File: src/rtl/cwa_pkg.sv
// Shared constants for the comma word aligner.
// Assumes the comma is shorter than a word.
package cwa_pkg;
    localparam int WORD_W = 10;
    localparam int MARK_W = 7;
    // bit i holds the i-th received bit of the comma (0,0,1,1,1,1,1)
    localparam logic [MARK_W-1:0] MARK_PAT = 7'b1111100;
endpackage

File: src/rtl/cwa_bit_window.sv
// Sliding window over the most recent WORD_W received bits.
// word_now includes the bit presented this cycle; bit 0 is the oldest.
// Assumes MARK_W <= WORD_W.
module cwa_bit_window #(
    parameter int WORD_W = cwa_pkg::WORD_W,
    parameter int MARK_W = cwa_pkg::MARK_W
) (
    input  logic              clk,
    input  logic              rst_n,
    input  logic              rx_bit,
    output logic [WORD_W-1:0] word_now,
    output logic [MARK_W-1:0] mark_now
);
    logic [WORD_W-2:0] hist;

    // shift the newest bit in at the top, oldest falls out at bit 0
    always_ff @(posedge clk) begin
        if (!rst_n) hist <= '0;
        else        hist <= {rx_bit, hist[WORD_W-2:1]};
    end

    assign word_now = {rx_bit, hist};
    assign mark_now = word_now[WORD_W-1 -: MARK_W];
endmodule

File: src/rtl/cwa_boundary.sv
// Tracks the position of the current bit inside the word and moves the
// word boundary when a comma is found off the boundary. After a move the
// first completion on the new boundary (the comma word) is suppressed, so
// byte-clock spacing only grows. Assumes MARK_W < WORD_W.
module cwa_boundary #(
    parameter int                 WORD_W   = cwa_pkg::WORD_W,
    parameter int                 MARK_W   = cwa_pkg::MARK_W,
    parameter logic [MARK_W-1:0]  MARK_PAT = cwa_pkg::MARK_PAT
) (
    input  logic              clk,
    input  logic              rst_n,
    input  logic              sync_en,
    input  logic [MARK_W-1:0] mark_now,
    output logic              word_done
);
    localparam int              POS_W    = $clog2(WORD_W);
    localparam logic [POS_W-1:0] LAST_POS = POS_W'(WORD_W - 1);
    localparam logic [POS_W-1:0] MARK_END = POS_W'(MARK_W - 1);
    localparam logic [POS_W-1:0] RESUME   = POS_W'(MARK_W);

    logic [POS_W-1:0] pos;
    logic             skip;
    logic             hit;
    logic             shift_req;

    // a comma ending anywhere but MARK_END needs the boundary moved
    always_comb begin
        hit       = sync_en && (mark_now == MARK_PAT);
        shift_req = hit && (pos != MARK_END);
        word_done = (pos == LAST_POS) && !shift_req && !skip;
    end

    // advance the in-word position, or jump it on a realignment
    always_ff @(posedge clk) begin
        if (!rst_n) begin
            pos  <= '0;
            skip <= 1'b0;
        end else if (shift_req) begin
            pos  <= RESUME;
            skip <= 1'b1;
        end else if (pos == LAST_POS) begin
            pos  <= '0;
            skip <= 1'b0;
        end else begin
            pos  <= pos + 1'b1;
        end
    end
endmodule

File: src/rtl/cwa_lane_steer.sv
// Registers each completed word, raises SYNC for comma-headed words and
// steers the byte-clock strobe: lane 0 only in full-rate mode, alternating
// lanes in half-rate mode with comma words forced onto lane 1.
module cwa_lane_steer #(
    parameter int                 WORD_W   = cwa_pkg::WORD_W,
    parameter int                 MARK_W   = cwa_pkg::MARK_W,
    parameter logic [MARK_W-1:0]  MARK_PAT = cwa_pkg::MARK_PAT
) (
    input  logic              clk,
    input  logic              rst_n,
    input  logic              word_done,
    input  logic [WORD_W-1:0] word_now,
    input  logic              sync_en,
    input  logic              full_rate,
    output logic [WORD_W-1:0] rx_word,
    output logic              bclk0_en,
    output logic              bclk1_en,
    output logic              sync_out
);
    logic head;
    logic last_b;

    // comma at the head of the completing word, only while framing
    always_comb head = sync_en && (word_now[MARK_W-1:0] == MARK_PAT);

    // present the word and pulse the chosen lane for one cycle
    always_ff @(posedge clk) begin
        if (!rst_n) begin
            rx_word  <= '0;
            sync_out <= 1'b0;
            bclk0_en <= 1'b0;
            bclk1_en <= 1'b0;
            last_b   <= 1'b0;
        end else begin
            bclk0_en <= 1'b0;
            bclk1_en <= 1'b0;
            if (word_done) begin
                rx_word  <= word_now;
                sync_out <= head;
                if (full_rate) begin
                    bclk0_en <= 1'b1;
                    last_b   <= 1'b0;
                end else if (head || !last_b) begin
                    bclk1_en <= 1'b1;
                    last_b   <= 1'b1;
                end else begin
                    bclk0_en <= 1'b1;
                    last_b   <= 1'b0;
                end
            end
        end
    end
endmodule

File: src/rtl/comma_word_aligner.sv
// Comma word aligner top: bit window, boundary tracker and lane steering.
// Runs entirely on the recovered bit clock; byte clocks leave as strobes.
module comma_word_aligner #(
    parameter int                 WORD_W   = cwa_pkg::WORD_W,
    parameter int                 MARK_W   = cwa_pkg::MARK_W,
    parameter logic [MARK_W-1:0]  MARK_PAT = cwa_pkg::MARK_PAT
) (
    input  logic              clk,
    input  logic              rst_n,
    input  logic              rx_bit,
    input  logic              sync_en,
    input  logic              full_rate,
    output logic [WORD_W-1:0] rx_word,
    output logic              bclk0_en,
    output logic              bclk1_en,
    output logic              sync_out
);
    logic [WORD_W-1:0] word_now;
    logic [MARK_W-1:0] mark_now;
    logic              word_done;

    cwa_bit_window #(.WORD_W(WORD_W), .MARK_W(MARK_W)) u_window (
        .clk      (clk),
        .rst_n    (rst_n),
        .rx_bit   (rx_bit),
        .word_now (word_now),
        .mark_now (mark_now)
    );

    cwa_boundary #(.WORD_W(WORD_W), .MARK_W(MARK_W), .MARK_PAT(MARK_PAT)) u_boundary (
        .clk       (clk),
        .rst_n     (rst_n),
        .sync_en   (sync_en),
        .mark_now  (mark_now),
        .word_done (word_done)
    );

    cwa_lane_steer #(.WORD_W(WORD_W), .MARK_W(MARK_W), .MARK_PAT(MARK_PAT)) u_steer (
        .clk       (clk),
        .rst_n     (rst_n),
        .word_done (word_done),
        .word_now  (word_now),
        .sync_en   (sync_en),
        .full_rate (full_rate),
        .rx_word   (rx_word),
        .bclk0_en  (bclk0_en),
        .bclk1_en  (bclk1_en),
        .sync_out  (sync_out)
    );
endmodule

File: config.mk
export PLATFORM = sky130hd
export DESIGN_NAME = comma_word_aligner
export DESIGN_NICKNAME = d
export VERILOG_FILES = /design/src/rtl/cwa_pkg.sv /design/src/rtl/cwa_bit_window.sv /design/src/rtl/cwa_boundary.sv /design/src/rtl/cwa_lane_steer.sv /design/src/rtl/comma_word_aligner.sv
export SDC_FILE = /design/constraint.sdc
export NUM_CORES = 1
export LEC_CHECK = 0
export ABC_AREA = 1
export BUFFER_PORTS_ARGS = -buffer_cell sky130_fd_sc_hd__buf_4
export CAP_MARGIN = 5
export CORE_MARGIN = 2
export CORE_UTILIZATION = 43
export CTS_CLUSTER_DIAMETER = 120
export CTS_CLUSTER_SIZE = 10
export DETAILED_ROUTE_END_ITERATION = 10
export PLACE_DENSITY = 0.63
export SYNTH_ARGS = -nofsm -noshare
export SYNTH_HDL_FRONTEND = slang
export SYNTH_HIERARCHICAL = 1
export SYNTH_SLANG_ARGS = --single-unit
File: constraint.sdc
create_clock -name clk -period 1.35 [get_ports clk]
set_clock_uncertainty 0.2 [all_clocks]
set_input_delay 0.27 -clock clk [delete_from_list [all_inputs] [get_ports clk]]
set_output_delay 0.27 -clock clk [all_outputs]
set_load 0.005 [all_outputs]
==> impl_metrics.yaml <==
power_and_ir_drop:
  p_total_mw: 1.50
  power_density_nw_per_um2: 1040
  irDropWorstVdd_mv: 0.709
  power_leakage_nw: 0.715
drt:
  drt-wirelength-per-cell_um: 11.1
  drc: 0
  wirelength_mm: 2.19
  first_pass_iters: 4
  vias_per_cell: 4.70
  vias: 925
  drtIter0Drc: 10
  final_antenna_net_count: 0
clock_network:
  cts_tree: "built"
  cts_buffer_depth: 2
  clockRootBuffer: "clkbuf_4"
  clk_latency_ns: 0.33
  clock-sinks: 28
  path_clk_slew_ns: 0.15
  h-tree-depth: 1
  cts_inserted_buffers: 3
synthesis:
  synth.avg_cell_area_um2: 7.89
  netlist_instances: 139
  synth_top_cell_by_area: "dfxtp_1"
  ys_ff_latch: 28
  seq_area_frac_synth: 0.511
  synth_area_um2: 1100
  yosysWarnings: 6
  synth_top_cell_area_share: 0.511
  synth.distinct_cells: 16
  ys_top_cells_by_area: "dfxtp_1 51%, nand2_1 13%, inv_1 7.9%"
  synth_nets: 144
sta:
  period_needed_ns: 1.48
  rsz0062_at_grt: "true"
  worst_pin_slew_ns: 0.184
  hold_slack_ns: 0.0246
  max_slew_margin: 0.877
  hold_viol_final: 0
  worst_slack_ns: -0.134
  setup_viol: 14
  fmax_ghz: 0.674
  slew_violations: 0
  tns_ns: -0.917
  period_share: 1.10
critical_path:
  cpMostUsedCell: "inv_2"
  cp-end-kind: "flip-flop"
  cp.arrival_ns: 1.53
  crit_slowest_cell: "dfxtp_2"
  critPathMaxStageDelay_ns: 0.35
  path_delay_family: "simple AND/OR/NAND/NOR gates"
  crit_chain: "inv_2, nand2_1, nor2_2, nand3_2, inv_2, inv_2, nand2_4, clkinv_4, a22o_2"
  crit_path_start_kind: "flip-flop"
  critPathBufInv: 4
  cp_max_fo: 6
  required_ns: 1.39
  crit_type: "flip-flop to flip-flop"
outcome:
  violations: "setup timing"
  status: "finished with violations"
floorplan:
  dieHeight_um: 54.5
  die_w_um: 54.5
  core-area_um2: 2450
  die_area_um2: 2970
  initial_utilization: 0.447
  io-pin-count: 18
  rows: 18
global_route:
  globalRouteTotalUtil: 0.167
  grt_max_degree: 17
  first_global_vias: 831
  grt_pass1_wl_mm: 3.45
  grt-ovfl-total: 0
  antenna_found_initial: 0
final_layout:
  nets: 173
  stdcell_area_um2: 1430
  fin_cells: 197
  drive_above_1_share: 0.425
  utilization: 0.584
  areaGrowthSynthToFinish_pct: 30.7
  antenna_cells: 0
  layout_common_cells: "35 x nand2_1, 31 x buf_4, 22 x dfxtp_1"
  final_common_cell: "nand2_1"
placement:
  hpwl_mm: 1.55
  placement.io_buffers: 17
  dp_cells: 189
  pre_cts_ws_ns: -0.145
  gp_routability_congestion: 0.873
  dpl_cell_area_um2: 1280
min_path:
  hp-class: "input port to flip-flop"
run:
  drv_cap: 0
==> what timing repair did <==
item,4_1_cts,5_1_grt
resized for setup,15,16
hold buffers,1,0
endpoints found under the hold margin,1,0
gates cloned,0,1
setup endpoints to repair,14,17
pin swaps,2,5
setup buffers,1,1
==> logic make-up after synthesis <==
kind of cell    after synthesis  share of synthesized area
simple gates                 57                      0.213
buf+inv                      36                      0.164
flops                        28                      0.511
compound gates               18                      0.112
==> synth_stat cells <==
master   instances
buf_4            8
nor2_1          11
nor2_2           3
a22o_1           6
a21oi_1          5
inv_2            3
o21ai_1          2
nand3_2          1
nand2_1         38
buf_6            2
inv_1           23
dfxtp_1         28
nand2_2          1
a22o_2           2
nand3_1          3
o21ai_0          3
==> power by group <==
| group | switching (mW) | total [mW] | internal (mW) |
|---|---|---|---|
| logic | 0.0524 | 0.0970 | 0.0446 |
| clock network | 0.252 | 0.552 | 0.300 |
| registers | 0.00785 | 0.847 | 0.839 |
==> worst register-to-register path: stages (launching register included) <==
cell	delay [ns]
dfxtp_2	0.35
inv_2	0.08
nand2_1	0.06
nor2_2	0.15
nand3_2	0.09
inv_2	0.07
inv_2	0.04
nand2_4	0.08
clkinv_4	0.08
a22o_2	0.20
==> state kept, by name (all words and copies together), names as in the netlist <==
register / cells
u_steer/sync_out: 1
u_steer/bclk1_en: 1
u_steer/last_b: 1
u_window/hist: 9
u_boundary/pos: 4
u_steer/bclk0_en: 1
u_boundary/skip: 1
u_steer/rx_word: 10
==> final cells by class <==
type / instances / area, um^2
multi-input combinational: 75 / 410
inverter: 26 / 105
sequential: 28 / 568
clock buffer: 3 / 22.5
timing repair buffer: 33 / 254
clock inverter: 1 / 30.0
fill: 232 / 1020
timing repair inverter: 1 / 6.26
tap: 30 / 37.5
==> path summary, 6_finish.rpt <==
kind / startpoint / slack [ns] / depth (start not counted) / endpoint
worst max register to register: u_boundary/pos[1] / -0.13 / 9 / u_steer/rx_word[2]
worst min register to register: u_window/hist[1] / 0.25 / 2 / u_window/hist[0]
worst max-delay path: u_boundary/pos[1] / -0.13 / 9 / u_steer/rx_word[2]
worst min-delay path: rst_n / 0.02 / 3 / u_window/hist[4]
==> per-layer routing <==
| layer | wire length (um) | global-route usage | up-vias |
|---|---|---|---|
| met5 | 0 | 0 | - |
| met4 | 52 | 0.100 | 0 |
| met3 | 71 | 0.0246 | 5 |
| met2 | 1070 | 0.291 | 17 |
| met1 | 993 | 0.190 | 432 |
| li1 | - | - | 471 |
Power figures use the tool's default switching activity.
